File: config.mk
export PLATFORM = sky130hd
export DESIGN_NAME = instr_realign
export DESIGN_NICKNAME = d
export VERILOG_FILES = /design/src/rtl/realign_pkg.sv /design/src/rtl/realign_seq.sv /design/src/rtl/realign_outreg.sv /design/src/rtl/instr_realign.sv
export SDC_FILE = /design/constraint.sdc
export NUM_CORES = 1
export LEC_CHECK = 0
export ABC_AREA = 1
export BUFFER_PORTS_ARGS = -buffer_cell sky130_fd_sc_hd__buf_4
export CORE_UTILIZATION = 51
export CTS_BUF_LIST = sky130_fd_sc_hd__clkbuf_2
export DETAILED_ROUTE_END_ITERATION = 10
export GPL_ROUTABILITY_DRIVEN = 1
export GPL_TIMING_DRIVEN = 1
export PLACE_DENSITY = 0.79
export SETUP_SLACK_MARGIN = 0.05
export SKIP_LAST_GASP = 1
export SLEW_MARGIN = 20
export SYNTH_ARGS = -nofsm -noshare
export SYNTH_HDL_FRONTEND = slang
export SYNTH_SLANG_ARGS = --single-unit
File: constraint.sdc
create_clock -name clk -period 2.86 [get_ports clk]
set_input_delay 0.572 -clock clk [delete_from_list [all_inputs] [get_ports clk]]
set_output_delay 0.572 -clock clk [all_outputs]
set_load 0.05 [all_outputs]
File: src/rtl/realign_pkg.sv
package realign_pkg;

  localparam int HALF_W = 16;
  localparam int BEAT_W = 2 * HALF_W;

  // Alignment position: {next address bit 1, skid register valid}
  typedef enum logic [1:0] {
    POS_EVEN      = 2'b00,
    POS_BAD       = 2'b01,
    POS_ODD_EMPTY = 2'b10,
    POS_ODD_HELD  = 2'b11
  } pos_e;

  function automatic logic is_wide(input logic [HALF_W-1:0] h);
    return h[1:0] == 2'b11;
  endfunction

endpackage

File: src/rtl/realign_seq.sv
module realign_seq
  import realign_pkg::*;
#(
  parameter int                ADDR_W     = 32,
  parameter logic [ADDR_W-1:0] RESET_ADDR = '0
) (
  input  logic              clk,
  input  logic              rst,
  input  logic              branch,
  input  logic [ADDR_W-1:0] branch_tgt,
  input  logic              beat_valid,
  input  logic [BEAT_W-1:0] beat_data,
  input  logic              beat_err,
  input  logic              take,
  output logic              beat_ready,
  output logic              emit,
  output logic [BEAT_W-1:0] emit_data,
  output logic [ADDR_W-1:0] emit_addr,
  output logic              emit_err,
  output logic              emit_err_hi,
  output logic              skid_valid,
  output logic              pc_odd
);

  localparam logic [ADDR_W-1:0] EVEN_MASK = ~ADDR_W'(1);

  logic [ADDR_W-1:0] pc_q;
  logic              skid_v_q;
  logic [HALF_W-1:0] skid_d_q;
  logic              skid_e_q;

  logic [HALF_W-1:0] lo_h, hi_h;
  pos_e              pos;
  logic              need_beat, emit_c, err_c, err_hi_c;
  logic              sk_load, sk_clear, fire;
  logic [BEAT_W-1:0] data_c;
  logic [2:0]        step_c;

  assign lo_h = beat_data[HALF_W-1:0];
  assign hi_h = beat_data[BEAT_W-1:HALF_W];
  assign pos  = pos_e'({pc_q[1], skid_v_q});

  always_comb begin
    need_beat = 1'b0;
    emit_c    = 1'b0;
    data_c    = '0;
    err_c     = 1'b0;
    err_hi_c  = 1'b0;
    step_c    = 3'd0;
    sk_load   = 1'b0;
    sk_clear  = 1'b0;
    unique case (pos)
      POS_EVEN: begin
        need_beat = 1'b1;
        emit_c    = 1'b1;
        err_c     = beat_err;
        if (is_wide(lo_h)) begin
          data_c   = beat_data;
          step_c   = 3'd4;
          sk_clear = 1'b1;
        end else begin
          data_c  = {{HALF_W{1'b0}}, lo_h};
          step_c  = 3'd2;
          sk_load = 1'b1;
        end
      end
      POS_ODD_EMPTY: begin
        need_beat = 1'b1;
        if (is_wide(hi_h)) begin
          sk_load = 1'b1;
        end else begin
          emit_c   = 1'b1;
          data_c   = {{HALF_W{1'b0}}, hi_h};
          err_c    = beat_err;
          step_c   = 3'd2;
          sk_clear = 1'b1;
        end
      end
      POS_ODD_HELD: begin
        emit_c = 1'b1;
        if (is_wide(skid_d_q)) begin
          need_beat = 1'b1;
          data_c    = {lo_h, skid_d_q};
          err_c     = skid_e_q | beat_err;
          err_hi_c  = ~skid_e_q & beat_err;
          step_c    = 3'd4;
          sk_load   = 1'b1;
        end else begin
          data_c   = {{HALF_W{1'b0}}, skid_d_q};
          err_c    = skid_e_q;
          step_c   = 3'd2;
          sk_clear = 1'b1;
        end
      end
      default: begin
        sk_clear = 1'b1;
      end
    endcase
  end

  assign fire       = ~rst & ~branch & take & (~need_beat | beat_valid);
  assign beat_ready = ~rst & ~branch & take & need_beat;
  assign emit       = fire & emit_c;

  assign emit_data   = data_c;
  assign emit_addr   = pc_q;
  assign emit_err    = err_c;
  assign emit_err_hi = err_hi_c;
  assign skid_valid  = skid_v_q;
  assign pc_odd      = pc_q[1];

  always_ff @(posedge clk) begin
    if (rst) begin
      pc_q     <= RESET_ADDR & EVEN_MASK;
      skid_v_q <= 1'b0;
      skid_d_q <= '0;
      skid_e_q <= 1'b0;
    end else if (branch) begin
      pc_q     <= branch_tgt & EVEN_MASK;
      skid_v_q <= 1'b0;
    end else if (fire) begin
      pc_q <= pc_q + ADDR_W'(step_c);
      if (sk_load) begin
        skid_v_q <= 1'b1;
        skid_d_q <= hi_h;
        skid_e_q <= beat_err;
      end else if (sk_clear) begin
        skid_v_q <= 1'b0;
      end
    end
  end

endmodule

File: src/rtl/realign_outreg.sv
module realign_outreg
  import realign_pkg::*;
#(
  parameter int ADDR_W = 32
) (
  input  logic              clk,
  input  logic              rst,
  input  logic              branch,
  input  logic              out_ready,
  input  logic              emit,
  input  logic [BEAT_W-1:0] emit_data,
  input  logic [ADDR_W-1:0] emit_addr,
  input  logic              emit_err,
  input  logic              emit_err_hi,
  output logic              take,
  output logic              out_valid,
  output logic [BEAT_W-1:0] out_data,
  output logic [ADDR_W-1:0] out_addr,
  output logic              out_err,
  output logic              out_err_hi
);

  logic              valid_q;
  logic [BEAT_W-1:0] data_q;
  logic [ADDR_W-1:0] addr_q;
  logic              err_q, err_hi_q;

  assign take = ~valid_q | out_ready;

  always_ff @(posedge clk) begin
    if (rst) begin
      valid_q  <= 1'b0;
      data_q   <= '0;
      addr_q   <= '0;
      err_q    <= 1'b0;
      err_hi_q <= 1'b0;
    end else if (branch) begin
      valid_q <= 1'b0;
    end else if (take) begin
      valid_q <= emit;
      if (emit) begin
        data_q   <= emit_data;
        addr_q   <= emit_addr;
        err_q    <= emit_err;
        err_hi_q <= emit_err_hi;
      end
    end
  end

  assign out_valid  = valid_q;
  assign out_data   = data_q;
  assign out_addr   = addr_q;
  assign out_err    = err_q;
  assign out_err_hi = err_hi_q;

endmodule

File: src/rtl/instr_realign.sv
module instr_realign
  import realign_pkg::*;
#(
  parameter int                ADDR_W     = 32,
  parameter logic [ADDR_W-1:0] RESET_ADDR = '0
) (
  input  logic              clk,
  input  logic              rst,
  input  logic              branch,
  input  logic [ADDR_W-1:0] branch_tgt,
  input  logic              beat_valid,
  output logic              beat_ready,
  input  logic [31:0]       beat_data,
  input  logic              beat_err,
  output logic              out_valid,
  input  logic              out_ready,
  output logic [31:0]       out_data,
  output logic [ADDR_W-1:0] out_addr,
  output logic              out_err,
  output logic              out_err_hi
);

  logic              take, emit, emit_err, emit_err_hi;
  logic [BEAT_W-1:0] emit_data;
  logic [ADDR_W-1:0] emit_addr;
  logic              skid_valid, pc_odd;

  realign_seq #(
    .ADDR_W     (ADDR_W),
    .RESET_ADDR (RESET_ADDR)
  ) u_seq (
    .clk         (clk),
    .rst         (rst),
    .branch      (branch),
    .branch_tgt  (branch_tgt),
    .beat_valid  (beat_valid),
    .beat_data   (beat_data),
    .beat_err    (beat_err),
    .take        (take),
    .beat_ready  (beat_ready),
    .emit        (emit),
    .emit_data   (emit_data),
    .emit_addr   (emit_addr),
    .emit_err    (emit_err),
    .emit_err_hi (emit_err_hi),
    .skid_valid  (skid_valid),
    .pc_odd      (pc_odd)
  );

  realign_outreg #(
    .ADDR_W (ADDR_W)
  ) u_out (
    .clk         (clk),
    .rst         (rst),
    .branch      (branch),
    .out_ready   (out_ready),
    .emit        (emit),
    .emit_data   (emit_data),
    .emit_addr   (emit_addr),
    .emit_err    (emit_err),
    .emit_err_hi (emit_err_hi),
    .take        (take),
    .out_valid   (out_valid),
    .out_data    (out_data),
    .out_addr    (out_addr),
    .out_err     (out_err),
    .out_err_hi  (out_err_hi)
  );

endmodule

Word-level counts from Yosys, hierarchy flattened
Cells that the tools add are included.

storage, ports and cells
  logic and storage cells = 66
  bits of input ports = 70
  bits in registers = 117
  output and inout port bits = 68

operators by class
  add/subtract/negate cells = 1
  bitwise operators = 14
  reduce and logical (&&, ||, !) cells = 9
  equal/unequal tests = 5
  muxes and demuxes = 27

operator list
  cell                  count
  $mux W32              4
  $pmux W32 S3          1
  $add A32 B3 Y32       1
  $mux W16              1
  $mux W1               12
  $eq A2 B2 Y1 const B  5
  $pmux W1 S3           3
  $pmux W3 S3           1
  $and A1 B1 Y1         6
  $mux W3               2
  $reduce_and A3 Y1     2
  $reduce_or A2 Y1      3
  $not A1 Y1            5
  $pmux W1 S2           2
  $reduce_bool A2 Y1    2
  $or A1 B1 Y1          3
  $logic_not A2 Y1      1
  $mux W2               1
  $reduce_and A2 Y1     1

Depth between registers and ports, before layout
  depth in word-level cells = 8
  gate-level depth with buffers = 19
  depth with buffers taken out = 18

Cells and area by module
Synthesis repeated with hierarchy kept, for this count alone.

unflattened totals
  cell total of the unflattened synthesis = 1116
  area, all modules = 6896.6 µm²

modules (own cells, without submodules)
  module          area each (µm²)  sequential area each (µm²)  cells each  instances
  realign_seq     3931.3           980.9                       677         1
  realign_outreg  2965.3           1341.3                      439         1

Worst setup path before layout
No wires, ideal clock.

  kind = register to register
  from = reg u_seq.pc_q[1] (netlist: u_seq.emit_addr[1])
  to = reg u_seq.pc_q[11] (netlist: u_seq.emit_addr[11])
  stages on the path, launching flop included = 16
  buffers on the path = 2
  setup slack = 0.136 ns
  data required time = 2.732 ns
  arrival = 2.596 ns
  clock period less this slack = 2.724 ns
  setup time = 0.128 ns
  cells stage by stage = dfxtp_1 inv_1 ha_1 buf_2 nand2_1 clkbuf_1 a21oi_1 inv_1 fa_1 nor2_2 nand2_1 nor2_1 xor2_1 nor2_1 nor2_1 nor2_1

between the ends
  cells in the longest elaborated chain, start to end = 7
  elaborated cells on any way between the ends = 13
  those cells by class = add/sub: 1; eq/ne: 2; mux: 4; bitwise: 3; reduce/logical: 3

ends and longest elaborated chain
  what                                                                     RTL line            RTL
  from (decl)                                                              realign_seq.sv:27   logic [ADDR_W-1:0] pc_q;
  from (signal assigned)                                                   realign_seq.sv:114  pc_q <= RESET_ADDR & EVEN_MASK;
  from (signal assigned)                                                   realign_seq.sv:119  pc_q <= branch_tgt & EVEN_MASK;
  from (signal assigned)                                                   realign_seq.sv:122  pc_q <= pc_q + ADDR_W'(step_c);
  parallel branches: the longest is 7 deep, another holds $add A32 B3 Y32  --

Parallel ways; which one is timed is not known. The select of a mux whose other input is x is not followed.
A chain may end at the register's enable or synchronous reset.

Worst setup path in the final report
  from = reg u_seq.skid_v_q (netlist: u_seq.skid_valid)
  to = out beat_ready

between the ends
  cells in the longest elaborated chain, start to end = 4
  elaborated cells on any way between the ends = 6
  those cells by class = eq/ne: 2; mux: 1; bitwise: 1; reduce/logical: 2

ends and longest elaborated chain
  what                                              RTL line             RTL
  from (decl)                                       realign_seq.sv:28    logic skid_v_q;
  from (signal assigned)                            realign_seq.sv:115   skid_v_q <= 1'b0;
  from (signal assigned)                            realign_seq.sv:120   skid_v_q <= 1'b0;
  from (signal assigned)                            realign_seq.sv:124   skid_v_q <= 1'b1;
  $eq A2 B2 Y1 or $logic_not A2 Y1 (tied branches)  realign_seq.sv:52    unique case (pos)
  $reduce_or A2 Y1 (no source line)                 --
  $pmux W1 S2 (*)                                   realign_seq.sv:52
  $and A1 B1 Y1 (*)                                 realign_seq.sv:102   assign beat_ready = ~rst & ~branch & take & need_beat;
  to (decl)                                         instr_realign.sv:12  output logic beat_ready,

Every way passes the cells marked *; elsewhere a longest branch is shown, timed or not.

==> impl_metrics.csv <==
group,metric,value,unit
run_status,status,"completed",
floorplan,core,0.0120,mm^2
timing,maxSlewViolCount,0,
clock_network,clk_latency,0.71,ns
routing,vias,6545,
timing,rsz0062_at_grt,"no",
routing,routed_wl,17.2,mm
timing,setup_viol,0,
finish,finalNonFillerCells,1215,
placed_design,dp_slack,0.0556,ns
routing,first_iter_violations,625,
floorplan,die_width,113,um
floorplan,row_count,40,
yosys,synth_top_area_share,36.9,%
critical_path,worstPathRequired,2.29,ns
timing,slew_headroom,37.3,%
pwr,ir_drop,413,uV
yosys,synthArstFlopShare,0,%
timing,worst_slew_pin_slew,0.941,ns
timing,period_minus_slack,2.66,ns
timing,fin_setup_tns,0,ns
yosys,synth_cells,941,
grt,grt_max_degree,91,
routing,drtPass1Iterations,5,
critical_path,worstSetupPathType,"flip-flop to output pin",
clock_network,htreeDepth,4,
critical_path,path_max_fanout,19,
timing,hold_slack,0.109,ns
routing,wl_met2,7.90,mm
yosys,synth_flop_cell,"dfxtp_1",
floorplan,die_area,0.0127,mm^2
critical_path,cp.arrival,2.09,ns
placed_design,io_buffers,135,
yosys,synth_common_cells,"nand2_1, dfxtp_1, a21oi_1, inv_1, nand3_1",
grt,grt_pass1_vias,5752,
placed_design,place_area,0.00725,mm^2
pwr,pwr_density_cell,470,mW/mm^2
finish,diodes,0,
yosys,synth_most_common_cell,"nand2_1",
critical_path,end_kind,"output pin",
yosys,yosys_warnings,0,
routing,antenna_left,0,
timing,finClkSkew,0.0244,ns
grt,grt_pass1_wl,27.7,mm
yosys,syn_nets,1019,
yosys,syn_area_per_cell,6.63,um^2
timing,fin_ws,0.197,ns
timing,fin_crit_sh,93.1,%
yosys,syn-cell-area,0.00624,mm^2
routing,wl_per_cell,14.1,um
clock_network,ctsLongestPathBuffers,2,
pwr,p_leak,3.23,nW
finish,layout.nets,1133,
routing,dr_wl_met3,1.18,mm
floorplan,die_h,113,um
finish,syn_to_final_growth,20.2,%
yosys,yosysSeqAreaShare,36.9,%
finish,fin_area,0.00751,mm^2
clock_network,post_cts.repair.setup_buffers,0,
min_path,hold_class,"input port to flip-flop",
grt,antenna_found_initial,0,
placed_design,dp_hpwl,11.9,mm
yosys,synth_top_area_cell,"dfxtp_1",
routing,wl_met1,7.76,mm
floorplan,initial_core_util,52.2,%
floorplan,pin_count,138,
yosys,synth-edff-count,0,
grt,grtUsageTotal,27.4,%
clock_network,cts_made_buffers,17,
routing,drc,0,
pwr,power.total,3.53,mW
finish,fin_util,62.8,%
routing,viasPerCell,5.39,
run,drv_cap,0,
yosys,ys_seq_elements,115,
clock_network,root_buffer,"clkbuf_2",
yosys,synth_cell_types,40,
clock_network,numClockSinks,115,
finish,drive_gt1_share,19.0,%
clock_network,cts_tree,"done",
critical_path,crit_path_start_kind,"flip-flop",
timing,fmax,0.376,GHz
grt,grt-ovfl-total,0,
routing,top_layer_used,"met4",
placed_design,place.gp.congestion,0.872,
timing,hold_violations,0,
clock_network,path_clk_slew,0.16,ns
yosys,synthTopCellsByArea,"dfxtp_1, nand2_1, a21oi_1",
placed_design,dp_cells,1183,
[worst paths after layout]
check	from	end	slack [ns]	cells past startpoint
hold reg to reg	u_out.out_addr[16]$_SDFFE_PP0P_	u_out.out_addr[16]$_SDFFE_PP0P_	0.47	2
hold / removal	beat_data[31]	u_seq.skid_d_q[15]$_SDFFE_PP0P_	0.11	3
setup reg to reg	u_seq.emit_addr[1]$_SDFFE_PP0P_	u_seq.emit_addr[31]$_SDFFE_PP0P_	0.32	17
setup / recovery	u_seq.skid_valid$_SDFFE_PP0P_	beat_ready	0.20	6
[layout by cell type (no fill, tap or decap), types with 3 or more instances in the layout]
| cell | count |
|---|---|
| a21oi_1 | 113 |
| a31oi_1 | 3 |
| buf_4 | 152 |
| bufinv_16 | 3 |
| clkbuf_2 | 19 |
| clkinv_1 | 5 |
| clkinv_2 | 5 |
| dfxtp_1 | 113 |
| ha_1 | 6 |
| inv_1 | 85 |
| nand2_1 | 279 |
| nand2_4 | 3 |
| nand3_1 | 77 |
| nand3b_1 | 9 |
| nand4_1 | 31 |
| nor2_1 | 67 |
| o211ai_1 | 13 |
| o21ai_0 | 26 |
| o21ai_1 | 8 |
| o22ai_1 | 13 |
| xnor2_1 | 5 |
| xor2_1 | 3 |
[registers in the layout (all words and copies together), names as in the netlist]
register	cells
u_out.out_data	32
u_out.out_addr	31
u_seq.emit_addr	31
u_seq.skid_d_q	16
u_out.out_err	1
u_out.out_err_hi	1
u_out.out_valid	1
u_seq.skid_e_q	1
u_seq.skid_valid	1
[area by class of cell]
| class | instances | area (um^2) |
|---|---|---|
| clock buffers | 19 | 95.1 |
| inverters | 89 | 340 |
| repair buffers | 154 | 1170 |
| multi-input cells | 678 | 3270 |
| flip-flops and latches | 115 | 2300 |
| clock inverters | 13 | 141 |
| fillers | 1156 | 4450 |
| well taps | 147 | 184 |
[routing by layer]
metal  vias to the layer above  track usage [%]
li1                       3318                -
met1                      2962             37.3
met2                       235             42.5
met3                        30             5.67
met4                         0             10.8
met5                         -                0
[power breakdown]
part           leakage [nW]  internal, mW  total (mW)  switching (mW)
clock network         0.147         0.478        1.10           0.621
logic                  2.15         0.246       0.688           0.443
registers             0.937          1.67        1.74          0.0681
total                  3.23          2.40        3.53            1.13
[cells by family (layout without fill, tap and decap cells)]
| group | after synthesis | in the layout | share of synthesized area, % |
|---|---|---|---|
| adders and majority gates | 8 | 8 | 1.72 |
| and+or+nand+nor | 477 | 477 | 32.9 |
| xor gates and xnor gates | 8 | 8 | 1.12 |
| other | 1 | 1 | 0.0601 |
| buffers and inverters | 148 | 275 | 11.0 |
| DFF | 115 | 115 | 36.9 |
| AOI/OAI and AO/OA | 183 | 183 | 16.2 |
| muxes | 1 | 1 | 0.160 |
[worst max-delay path, cell delays in order (launching register included)]
cell	delay [ns]
dfxtp_2	0.38
ha_1	0.24
nand3_2	0.10
buf_6	0.20
nand2_1	0.10
and3_1	0.19
buf_4	0.19
[timing repair]
item,in CTS,in global routing
hold buffers,0,0
resized for setup,0,8
setup endpoints to repair,0,9
Power figures use the tool's default switching activity.
